### src/rtl/dma_sync_pkg.sv
package dma_sync_pkg;

  // Control state held for one channel
  typedef struct packed {
    logic en;    // enabled by software or link
    logic act;   // allowed to move data
    logic pend;  // one queued request
    logic wt;    // parked until end-programming command
    logic sst;   // synchronized-active status
  } chan_state_t;

  function automatic int unsigned ones(input logic [31:0] v, input int unsigned n);
    int unsigned c;
    c = 0;
    for (int unsigned i = 0; i < n; i++) c += int'(v[i]);
    return c;
  endfunction

endpackage

### src/rtl/dma_sync_chan.sv
module dma_sync_chan
  import dma_sync_pkg::*;
#(
  parameter int SW = 3
) (
  input  logic          clk,
  input  logic          rst_n,
  input  logic [SW-1:0] sync_sel,
  input  logic          frame_sync,
  input  logic          block_sync,
  input  logic          ext_mode,
  input  logic          auto_init,
  input  logic          repeat_mode,
  input  logic          endprog_flag,
  input  logic          link_en,
  input  logic          line_hi,
  input  logic          req_hit,
  input  logic          en_cmd,
  input  logic          dis_cmd,
  input  logic          ep_cmd,
  input  logic          elem_done,
  input  logic          frame_end,
  input  logic          block_end,
  output chan_state_t   state_o,
  output logic          act_next_o,
  output logic          drop_o,
  output logic          reload_o,
  output logic          link_o
);

  chan_state_t cur, nxt;
  logic        drop_n, rld_n, drop_q, rld_q;
  logic        synced;

  assign synced = (sync_sel != '0);

  // Attempt to stop: a queued request or a still-high line keeps it running
  function automatic chan_state_t try_stop(input chan_state_t s, input logic syn,
                                           input logic hi);
    chan_state_t r;
    r = s;
    if (s.pend && !s.wt) r.pend = 1'b0;
    else if (!(syn && hi)) r.act = 1'b0;
    return r;
  endfunction

  always_comb begin
    nxt    = cur;
    rld_n  = 1'b0;
    drop_n = 1'b0;
    link_o = 1'b0;
    if (dis_cmd) begin
      nxt = '0;
    end else if (en_cmd && !cur.en) begin
      nxt.en = 1'b1;
      nxt.wt = 1'b0;
      rld_n  = 1'b1;
      if (!synced || line_hi) nxt.act = 1'b1;
    end else if (cur.en) begin
      if (ep_cmd && cur.wt) begin
        nxt.wt = 1'b0;
        if (!synced || cur.pend) begin
          nxt.pend = 1'b0;
          nxt.act  = 1'b1;
        end
      end
      if (cur.act) begin
        if (synced && ((elem_done && !frame_sync && !block_sync) ||
                       (frame_end && frame_sync)))
          nxt = try_stop(nxt, synced, line_hi);
        if (block_end) begin
          if (ext_mode) begin
            nxt    = '0;
            link_o = link_en;
          end else if (!auto_init) begin
            nxt = '0;
          end else if (repeat_mode || endprog_flag) begin
            rld_n = 1'b1;
          end else begin
            nxt.wt = 1'b1;
            nxt    = try_stop(nxt, synced, line_hi);
          end
        end
      end
      if (nxt.en && req_hit) begin
        if (!nxt.act)       nxt.act  = 1'b1;
        else if (!nxt.pend) nxt.pend = 1'b1;
        else                drop_n   = 1'b1;
      end
    end
    nxt.sst = nxt.act && (cur.act ? cur.sst : synced);
  end

  always_ff @(posedge clk) begin
    if (!rst_n) begin
      cur    <= '0;
      drop_q <= 1'b0;
      rld_q  <= 1'b0;
    end else begin
      cur    <= nxt;
      drop_q <= drop_n;
      rld_q  <= rld_n;
    end
  end

  assign state_o    = cur;
  assign act_next_o = nxt.act;
  assign drop_o     = drop_q;
  assign reload_o   = rld_q;

  // a disabled channel carries no activity, queue or wait
  a_r10_disabled_idle: assert property (@(posedge clk) disable iff (!rst_n)
    !cur.en |-> (!cur.act && !cur.pend && !cur.wt));

  // sync status only on an active channel
  a_r12_sync_needs_active: assert property (@(posedge clk) disable iff (!rst_n)
    cur.sst |-> cur.act);

  // a drop only happens with a request already queued on an active channel
  a_r4_drop_with_pending: assert property (@(posedge clk) disable iff (!rst_n)
    drop_q |-> (cur.pend && cur.act));

  // every rising enable is accompanied by a reload pulse
  a_r2_reload_on_enable: assert property (@(posedge clk) disable iff (!rst_n)
    $rose(cur.en) |-> rld_q);

  // a channel that requests a link is disabled afterwards
  a_r8_link_source_off: assert property (@(posedge clk) disable iff (!rst_n)
    link_o |=> !cur.en);

endmodule

### src/rtl/dma_sync_runcnt.sv
module dma_sync_runcnt
  import dma_sync_pkg::*;
#(
  parameter int NCH = 4,
  parameter int RW  = 3
) (
  input  logic           clk,
  input  logic           rst_n,
  input  logic [NCH-1:0] act_cur,
  input  logic [NCH-1:0] act_nxt,
  output logic [RW-1:0]  run_q
);

  logic [NCH-1:0] rise, fall;
  logic [RW-1:0]  n_rise, n_fall;

  assign rise   = act_nxt & ~act_cur;
  assign fall   = act_cur & ~act_nxt;
  assign n_rise = RW'(ones(32'(rise), NCH));
  assign n_fall = RW'(ones(32'(fall), NCH));

  always_ff @(posedge clk) begin
    if (!rst_n) run_q <= '0;
    else        run_q <= run_q + n_rise - n_fall;
  end

  // the incremental counter tracks the active population
  a_r13_count_tracks: assert property (@(posedge clk) disable iff (!rst_n)
    run_q == RW'(ones(32'(act_cur), NCH)));

endmodule

### src/rtl/dma_req_sync.sv
module dma_req_sync
  import dma_sync_pkg::*;
#(
  parameter int NCH   = 4,
  parameter int NLINE = 8,
  localparam int SW   = (NLINE > 1) ? $clog2(NLINE) : 1,
  localparam int CW   = (NCH > 1) ? $clog2(NCH) : 1,
  localparam int RW   = $clog2(NCH + 1)
) (
  input  logic              clk,
  input  logic              rst_n,
  input  logic [NLINE-1:0]  req_lines,
  input  logic              req_valid,
  input  logic [SW-1:0]     req_id,
  input  logic [NCH*SW-1:0] cfg_sync_sel,
  input  logic [NCH-1:0]    cfg_frame_sync,
  input  logic [NCH-1:0]    cfg_block_sync,
  input  logic [NCH-1:0]    cfg_ext_mode,
  input  logic [NCH-1:0]    cfg_auto_init,
  input  logic [NCH-1:0]    cfg_repeat,
  input  logic [NCH-1:0]    cfg_endprog,
  input  logic [NCH-1:0]    cfg_link_en,
  input  logic [NCH*CW-1:0] cfg_link_next,
  input  logic [NCH-1:0]    ch_enable_set,
  input  logic [NCH-1:0]    ch_enable_clr,
  input  logic [NCH-1:0]    ch_endprog_cmd,
  input  logic [NCH-1:0]    xfer_elem,
  input  logic [NCH-1:0]    xfer_frame,
  input  logic [NCH-1:0]    xfer_block,
  output logic [NCH-1:0]    ch_enabled,
  output logic [NCH-1:0]    ch_active,
  output logic [NCH-1:0]    ch_pending,
  output logic [NCH-1:0]    ch_waiting,
  output logic [NCH-1:0]    ch_sync_stat,
  output logic [NCH-1:0]    ch_drop,
  output logic [NCH-1:0]    ch_reload,
  output logic [RW-1:0]     run_count,
  output logic              busy
);

  chan_state_t    st [NCH];
  logic [NCH-1:0] act_nxt, link_req, link_vec, link_q;

  for (genvar c = 0; c < NCH; c++) begin : g_ch
    logic [SW-1:0] sel;
    logic          hit, hi;
    assign sel = cfg_sync_sel[c*SW +: SW];
    assign hi  = (sel != '0) && req_lines[sel];
    assign hit = req_valid && (req_id != '0) && (req_id == sel);

    dma_sync_chan #(.SW(SW)) i_chan (
      .clk         (clk),
      .rst_n       (rst_n),
      .sync_sel    (sel),
      .frame_sync  (cfg_frame_sync[c]),
      .block_sync  (cfg_block_sync[c]),
      .ext_mode    (cfg_ext_mode[c]),
      .auto_init   (cfg_auto_init[c]),
      .repeat_mode (cfg_repeat[c]),
      .endprog_flag(cfg_endprog[c]),
      .link_en     (cfg_link_en[c]),
      .line_hi     (hi),
      .req_hit     (hit),
      .en_cmd      (ch_enable_set[c] | link_q[c]),
      .dis_cmd     (ch_enable_clr[c]),
      .ep_cmd      (ch_endprog_cmd[c]),
      .elem_done   (xfer_elem[c]),
      .frame_end   (xfer_frame[c]),
      .block_end   (xfer_block[c]),
      .state_o     (st[c]),
      .act_next_o  (act_nxt[c]),
      .drop_o      (ch_drop[c]),
      .reload_o    (ch_reload[c]),
      .link_o      (link_req[c])
    );

    assign ch_enabled[c]   = st[c].en;
    assign ch_active[c]    = st[c].act;
    assign ch_pending[c]   = st[c].pend;
    assign ch_waiting[c]   = st[c].wt;
    assign ch_sync_stat[c] = st[c].sst;
  end

  // Route each link request to its target; enable lands one cycle later
  always_comb begin
    link_vec = '0;
    for (int c = 0; c < NCH; c++)
      if (link_req[c]) link_vec[cfg_link_next[c*CW +: CW]] = 1'b1;
  end

  always_ff @(posedge clk) begin
    if (!rst_n) link_q <= '0;
    else        link_q <= link_vec;
  end

  dma_sync_runcnt #(.NCH(NCH), .RW(RW)) i_runcnt (
    .clk    (clk),
    .rst_n  (rst_n),
    .act_cur(ch_active),
    .act_nxt(act_nxt),
    .run_q  (run_count)
  );

  assign busy = (run_count != '0);

  // a pending link enable always yields an enabled target next cycle
  a_r8_link_target_on: assert property (@(posedge clk) disable iff (!rst_n)
    (link_q != '0) && ((link_q & ch_enable_clr) == '0) |=> ((link_q_d & ch_enabled) == link_q_d));

  logic [NCH-1:0] link_q_d;
  always_ff @(posedge clk) begin
    if (!rst_n) link_q_d <= '0;
    else        link_q_d <= link_q & ~ch_enable_clr;
  end

endmodule

### config.mk
export PLATFORM = sky130hd
export DESIGN_NAME = dma_req_sync
export DESIGN_NICKNAME = d
export VERILOG_FILES = /design/src/rtl/dma_sync_pkg.sv /design/src/rtl/dma_sync_chan.sv /design/src/rtl/dma_sync_runcnt.sv /design/src/rtl/dma_req_sync.sv
export SDC_FILE = /design/constraint.sdc
export NUM_CORES = 1
export LEC_CHECK = 0
export BUFFER_PORTS_ARGS = -buffer_cell sky130_fd_sc_hd__buf_4
export CAP_MARGIN = 15
export CORE_MARGIN = 4
export CORE_UTILIZATION = 49
export DETAILED_ROUTE_END_ITERATION = 10
export PLACE_DENSITY = 0.82
export SLEW_MARGIN = 20
export SYNTH_ARGS = -nofsm -noshare
export SYNTH_HDL_FRONTEND = slang
export SYNTH_SLANG_ARGS = --single-unit
### constraint.sdc
create_clock -name clk -period 4.6 [get_ports clk]
set_input_delay 0.69 -clock clk [delete_from_list [all_inputs] [get_ports clk]]
set_output_delay 0.69 -clock clk [all_outputs]
set_load 0.01 [all_outputs]
# Yosys cells after proc, flatten, opt, wreduce, memory -nomap -nowiden
# Cells that the tools add are included.
[totals] ff_bits=35 out_inout_bits=32
[classes] add_sub_neg=8 magnitude_cmp=12 n_eq_ne=4 muxes=188 bitwise=28 n_reduce_logical=111
[ops] operator="5-bit 2-to-1 mux" n=32
[ops] operator="1-bit 2-to-1 mux" n=104
[ops] operator="4-bit 2-to-1 mux" n=16
[ops] operator="1-bit logical AND" n=53
[ops] operator="3-bit 2-to-1 mux" n=16
[ops] operator="2-bit 2-to-1 mux" n=12
[ops] operator="6-bit OR reduction" n=4
[ops] operator="1-bit logical NOT" n=20
[ops] operator="3-bit nonzero test" n=6
[ops] operator="1-bit inverter" n=17
[ops] operator="1-bit logical OR" n=16
[ops] operator="3-bit by 4-bit < comparator with 1-bit output (second input constant)" n=4
[ops] operator="3-bit by 1-bit adder with 3-bit output" n=4
[ops] operator="1-bit binary-select mux with 3-bit select" n=4
[ops] operator="3-bit == test" n=4
[ops] operator="2-bit by 3-bit < comparator with 1-bit output (second input constant)" n=4
[ops] operator="4-bit bitwise OR" n=3
[ops] operator="3-bit OR reduction" n=4
[ops] operator="4-bit AND" n=2
[ops] operator="1-bit demux with 2-bit select" n=4
[ops] operator="2-bit by 1-bit greater-or-equal comparator with 1-bit output (second input constant)" n=4
[ops] operator="4-bit inverter" n=2
[ops] operator="2-bit AND reduction" n=4
[ops] operator="2-bit OR reduction" n=4
[ops] operator="other kinds (4)" n=8

# Longest topological paths before layout
[depth] depth_word=32 depth_mapped=19 mapped_depth_nobuf=18

# Modules after synthesis
# Synthesis repeated with hierarchy kept, for this count alone.
[unflattened] cells_unflattened=344 area_unflattened_um2=2916.5
[by_module_without_submodules] module="dma_sync_chan" n_inst=4 cells_per_inst=58 area_per_inst_um2=488.0
[by_module_without_submodules] module="dma_req_sync" n_inst=1 cells_per_inst=84 area_per_inst_um2=655.6
[by_module_without_submodules] module="dma_sync_runcnt" n_inst=1 cells_per_inst=28 area_per_inst_um2=309.0

# Least setup slack after synthesis
# Ideal clock, no wire load.
[synth_path] kind="in2reg" startpoint="in cfg_sync_sel[0]" endpoint="reg i_runcnt.run_q[2]" arrival_ns=4.194 path_slack_ns=0.290 path_stages=18 path_buffers=1 path_cell_list="buf_2 -> mux4_2 -> nand2b_1 -> nand3_1 -> a21oi_1 -> o32ai_1 -> nor3_1 -> ha_1 -> fa_1 -> inv_1 -> ha_1 -> inv_1 -> fa_1 -> ha_1 -> xnor2_1 -> xnor2_1 -> xnor2_1 -> nor2_1"
[synth_via] elab_chain_cells=30 elab_cells_between_ends=46 cone_classes="add/sub: 8; eq/ne: 1; mux: 24; bitwise: 3; reduce/logical: 10"
[synth_lines] item="from (decl)" line="dma_req_sync.sv:15" text="input logic [NCH*SW-1:0] cfg_sync_sel,"
[synth_lines] item="3-bit nonzero test" line="dma_sync_chan.sv:35, dma_req_sync.sv:48"
[synth_lines] item="1-bit logical NOT" line="dma_sync_chan.sv:58, dma_sync_chan.sv:62"
[synth_lines] item="1-bit logical OR" line="dma_sync_chan.sv:62" text="if (!synced || cur.pend) begin"
[synth_lines] item="2-bit 2-to-1 mux" line="dma_sync_chan.sv:62"
[synth_lines] item="3-bit 2-to-1 mux" line="dma_sync_chan.sv:60" text="if (ep_cmd && cur.wt) begin"
[synth_lines] item="3-bit 2-to-1 mux" line="dma_sync_chan.sv:59" text="end else if (cur.en) begin"
[synth_lines] item="3-bit 2-to-1 mux" line="dma_sync_chan.sv:54" text="end else if (en_cmd && !cur.en) begin"
[synth_lines] item="3-bit 2-to-1 mux" line="dma_sync_chan.sv:52" text="if (dis_cmd) begin"
[synth_lines] item="[... 14 more ...]"
[synth_lines] item="2-bit 2-to-1 mux (*)" line="dma_sync_chan.sv:54"
[synth_lines] item="4-bit 2-to-1 mux (*)" line="dma_sync_chan.sv:52"
[synth_lines] item="4-bit AND / 4-bit inverter (equally long branches)" line="dma_sync_runcnt.sv:17, dma_sync_runcnt.sv:18"
[synth_lines] item="1-bit by 1-bit adder with 2-bit output / 4-bit AND (equally long branches)" line="dma_sync_pkg.sv:15, dma_sync_runcnt.sv:18"
[synth_lines] item="3-bit by 1-bit adder with 3-bit output / 1-bit by 1-bit adder with 2-bit output (equally long branches)" line="dma_sync_pkg.sv:15" text="for (int unsigned i = 0; i < n; i++) c += int'(v[i]);"
[synth_lines] item="3-bit by 1-bit adder with 3-bit output" line="dma_sync_pkg.sv:15"
[synth_lines] item="3-bit adder / 3-bit by 1-bit adder with 3-bit output (equally long branches)" line="dma_sync_runcnt.sv:24, dma_sync_pkg.sv:15"
[synth_lines] item="3-bit subtractor (*)" line="dma_sync_runcnt.sv:24" text="else run_q <= run_q + n_rise - n_fall;"
[synth_lines] item="to (signal assigned)" line="dma_sync_runcnt.sv:24"
[synth_lines] item="to (decl)" line="dma_sync_runcnt.sv:11" text="output logic [RW-1:0] run_q"
# Every way passes the cells marked *; elsewhere a longest branch is shown, timed or not. The select of a mux whose other input is x is not followed.
# A chain may end at the register's enable or synchronous reset.

# Worst setup path in the final report
# Ends and elaborated chain as after synthesis.

==> results.txt <==
----------------------------------------------------
[Setup path]
  Arrival time of the worst setup path ... 4.48 ns
  Type of element capturing the critical path ... register
  Startpoint of the worst-slack reg-to-reg timing path ... g_ch[0].i_chan.state_o[3]
  Start point of the critical path ... cfg_sync_sel[0]
  R2R cell count ... 16
  Worst setup SP type ... input pin
  Worst-path maximum fanout ... 6
  FF-to-FF End ... i_runcnt.run_q[2]
  Reg2Reg Setup Slack ... just under 0.6 ns
  Endpoint of the worst setup timing path ... i_runcnt.run_q[2]
  CP Class ... in -> reg
  Worst EP required ... 4.78 ns

[Clocking]
  CTS tree ... done
  Hold_buf cts ... 0
  CTS H-tree depth ... 2
  Post-CTS Setup Repair Bufs ... 0
  Quantity of gates resized following cts ... 0
  Clock insertion delay at the later pin of the skew report ... between 0.2 and 0.3 ns
  Root Buffer Master ... sky130_fd_sc_hd__clkbuf_8
  Clock-pin slew reported for the worst setup and hold paths after clock tree synthesis ... 0.08 ns
  Clock buffer depth ... 2
  CTS Buf Count ... 5
  CTS sink cnt ... 35

[Synthesis]
  Synthesized area divided by synthesized cell count ... 7.58 um^2
  Net count after synthesis ... 463
  Adder and majority gate portion of the synthesized area ... 5.58%
  Post-synthesis instance area ... between 2000 and 3000 um^2
  Count of unique library cells instantiated by Yosys ... 54
  Dominant combinational cell family by area after synthesis ... simple AND/OR/NAND/NOR gates
  Count of state elements after synthesis ... 35
  Seq/Total Area, Yosys ... between 20% and 30%
  XOR/XNOR Fraction of Synth Area ... 5.04%
  Number of enable flip-flop cells after synthesis ... 0
  Area share of and/or/nand/nor cells after synthesis ... a little under a third
  Complex-gate fraction of the synthesized area ... 18.0%
  Cell count after synthesis ... 367
  Proportion of synthesized flip-flops having asynchronous set or reset ... 0%
  Most frequently used flop master after synthesis ... sky130_fd_sc_hd__dfxtp_1
  Multiplexer area fraction after synthesis ... 7.06%
  Warnings, synthesis ... 0

[Placement]
  Port Buffer Count ... ~120
  GP Congestion ... approximately 0.95
  Pre-CTS worst setup slack ... 0.0693 ns
  Dpl hpwl ... 7120 um

[Routing]
  Average routed wire per standard cell ... 15.8 um
  Post-detailed-route DRC marker count ... 0
  Drt first pass iters ... 5
  Vias per Instance ... 5.81
  Iter 0 DRT Violations ... a little under 200
  Vias ... 3159
  Post-detailed-routing wire length ... 8590 um
  Number of antenna-violating nets in the routed design ... 0

[Run status]
  Status ... finished, final reports clean

[Floorplanning]
  Height of the chip ... 83.3 um
  Area of the core region ... 5510 um^2
  Die Span X ... 83.3 um
  Number of ports placed on the die boundary ... 118
  Die Area ... about 7000 um^2
  Initial Utilization ... roughly 50%
  Number of core rows ... 27

[Finish]
  Share of cells above drive strength 1 ... 27.8%
  Count of nets after finishing ... 567
  Area growth syn-to-layout ... 35.5%
  Antenna Cells ... 0

[Timing]
  Period minus WS final ... between 4 and 5 ns
  Setup repair after global routing missed its margin ... false
  Worst Max-Slew Pin Slew ... 0.606 ns
  Final worst-path cycle share ... 93.5%
  F_max ... 233 MHz
  Total Neg Setup Slack ... 0 ns
  Post-layout worst setup margin ... ~0.3 ns
  Worst max-slew margin expressed relative to the limit ... 59.2%
  Slew Viols, Final ... 0
  Endpoints failing setup ... 0
  Final hold violation count ... 0
  Final setup skew ... 0.00622 ns

[Power]
  Cell Int Power ... 0.704 mW
  Net switching component of the power ... 0.325 mW
  Sequential Power Share ... 33.7%
  Proportion of power drawn by the clock network ... about 29%
  Total chip power ... between 1 and 1.5 mW
  Largest voltage drop on the vdd net ... ~140 uV
  Pleak ... 1.63 nW
  Pwr dens ... 273 nW/um^2
  Net switching share of the total power ... 31.6%
  Combinational share of power ... 37.6%

[Job]
  Number of max-cap violations ... 0

[Min path]
  Classification of the worst-slack hold path ... reg -> reg

[Global routing]
  Vias in the first global route ... 3125
  Number of antenna violations at the first check in global routing ... 0
  Combined global-route utilization of all metal layers ... 24.6%
  Met2 usage in global routing ... between 40% and 50%
  GR peak layer ... met2
  Wire length of the first global-routing pass ... ~14000 um
  Met1 layer usage reported by global route ... 31.0%
  Total global routing overflow ... 0
  Met3 layer usage reported by global route ... 6.35%
  Pin count of the biggest net entering global routing ... 14

----------------------------------------------------
cells in the final DEF (no fill, tap or decap), types with 9 or more instances in the layout:
master and instances:
sky130_fd_sc_hd__buf_4 120, sky130_fd_sc_hd__nor2_1 51, sky130_fd_sc_hd__dfxtp_1 35, sky130_fd_sc_hd__inv_1 21, sky130_fd_sc_hd__nor3_1 21, sky130_fd_sc_hd__nand2_1 20
sky130_fd_sc_hd__o21ai_0 17, sky130_fd_sc_hd__nand3_1 17, sky130_fd_sc_hd__nand2b_1 14, sky130_fd_sc_hd__a21oi_1 13, sky130_fd_sc_hd__mux2i_1 11, sky130_fd_sc_hd__nor4_1 11
sky130_fd_sc_hd__xnor2_1 9
cell type report:
cell class	instances	area, um^2
clock buffer	6	82.6
clock inverter	2	35.0
fill	477	1740
inverter	21	78.8
multi-input combinational	288	1880
sequential	35	701
tap	72	90.1
timing repair buffer	120	901
cell families after synthesis:
logic type,after synthesis
compound gates,74
fa+ha+maj,10
xor+xnor,16
buf+inv,44
mux,15
simple gates,173
flops,35
worst min-delay path by stage:
stage	startpoint	endpoint	slack, ns	depth (start not counted)
floorplan	g_ch[0].i_chan.state_o[2]	g_ch[0].i_chan.drop_o	0.52	2
global placement	g_ch[3].i_chan.state_o[2]	g_ch[3].i_chan.drop_o	0.51	2
detailed placement	g_ch[3].i_chan.state_o[2]	g_ch[3].i_chan.drop_o	0.52	2
CTS	g_ch[3].i_chan.state_o[2]	g_ch[3].i_chan.drop_o	0.53	2
global route	g_ch[3].i_chan.state_o[2]	g_ch[3].i_chan.drop_o	0.56	2
finish	g_ch[3].i_chan.state_o[2]	g_ch[3].i_chan.drop_o	0.53	2
Yosys cell counts, types with 5 or more instances:
master | instances | area share (%)
sky130_fd_sc_hd__dfxtp_1 | 35 | 25
sky130_fd_sc_hd__inv_1 | 21 | 2.8
sky130_fd_sc_hd__xnor2_1 | 9 | 2.8
sky130_fd_sc_hd__buf_4 | 8 | 2.2
sky130_fd_sc_hd__nor2_1 | 51 | 6.9
sky130_fd_sc_hd__a31oi_1 | 7 | 1.6
sky130_fd_sc_hd__or3_1 | 5 | 1.1
sky130_fd_sc_hd__nand2b_1 | 14 | 3.1
sky130_fd_sc_hd__nand2_1 | 20 | 2.7
sky130_fd_sc_hd__mux2i_1 | 11 | 4.0
sky130_fd_sc_hd__ha_1 | 6 | 2.7
sky130_fd_sc_hd__o21ai_0 | 17 | 3.1
sky130_fd_sc_hd__and2_1 | 6 | 1.3
sky130_fd_sc_hd__a311oi_1 | 7 | 2.2
sky130_fd_sc_hd__nor3_1 | 21 | 3.8
sky130_fd_sc_hd__nand3_1 | 17 | 3.1
sky130_fd_sc_hd__a21oi_1 | 13 | 2.3
sky130_fd_sc_hd__nor4_1 | 11 | 2.5
sky130_fd_sc_hd__clkbuf_1 | 11 | 1.5
sky130_fd_sc_hd__xor2_1 | 7 | 2.2
worst max-delay path, stage by stage:
cell and delay, ns:
sky130_fd_sc_hd__buf_4 0.13, sky130_fd_sc_hd__mux4_2 0.48, sky130_fd_sc_hd__nand2b_1 0.15, sky130_fd_sc_hd__nand3_1 0.11
sky130_fd_sc_hd__a21oi_1 0.08, sky130_fd_sc_hd__o32ai_1 0.44, sky130_fd_sc_hd__nor3_1 0.12, sky130_fd_sc_hd__ha_1 0.24
sky130_fd_sc_hd__fa_1 0.48, sky130_fd_sc_hd__inv_1 0.04, sky130_fd_sc_hd__ha_1 0.26, sky130_fd_sc_hd__inv_1 0.05
sky130_fd_sc_hd__fa_1 0.47, sky130_fd_sc_hd__ha_1 0.22, sky130_fd_sc_hd__xnor2_1 0.18, sky130_fd_sc_hd__xnor2_1 0.16
sky130_fd_sc_hd__xnor2_1 0.13, sky130_fd_sc_hd__nor2_1 0.05
per-layer routing:
layer / routed length, um / part of all wire, %
met3: 812 / 9.5
met4: 74 / 0.86
met5: 0 / 0
met2: 4190 / 49
met1: 3520 / 41
through the flow:
stage                     cells  area (um^2)  util, %  hold slack [ns]
after floorplan             367         2780        -            0.520
after CTS                   544         3770     68.4            0.530
after global placement      536         3650     66.3            0.510
after global routing        544         3770     68.4            0.560
final                       544         3770     68.4            0.532
after detailed placement    536         3650     66.3            0.516
power by group through the flow:
stage	Combinational (mW)	Sequential (mW)	Clock, mW
2_1_floorplan	0.234	0.350	0
3_3_place_gp	0.372	0.354	0
3_5_place_dp	0.389	0.354	0
4_1_cts	0.391	0.347	0.297
5_1_grt	0.439	0.351	0.306
6_report	0.386	0.347	0.295
sequential cells by signal, summed over array words and instances, names as in the netlist:
name / cells
link_q: 4
g_ch.i_chan.drop_o: 4
g_ch.i_chan.state_o: 20
i_runcnt.run_q: 3
g_ch.i_chan.reload_o: 4
(Power assumes the default switching activity.)
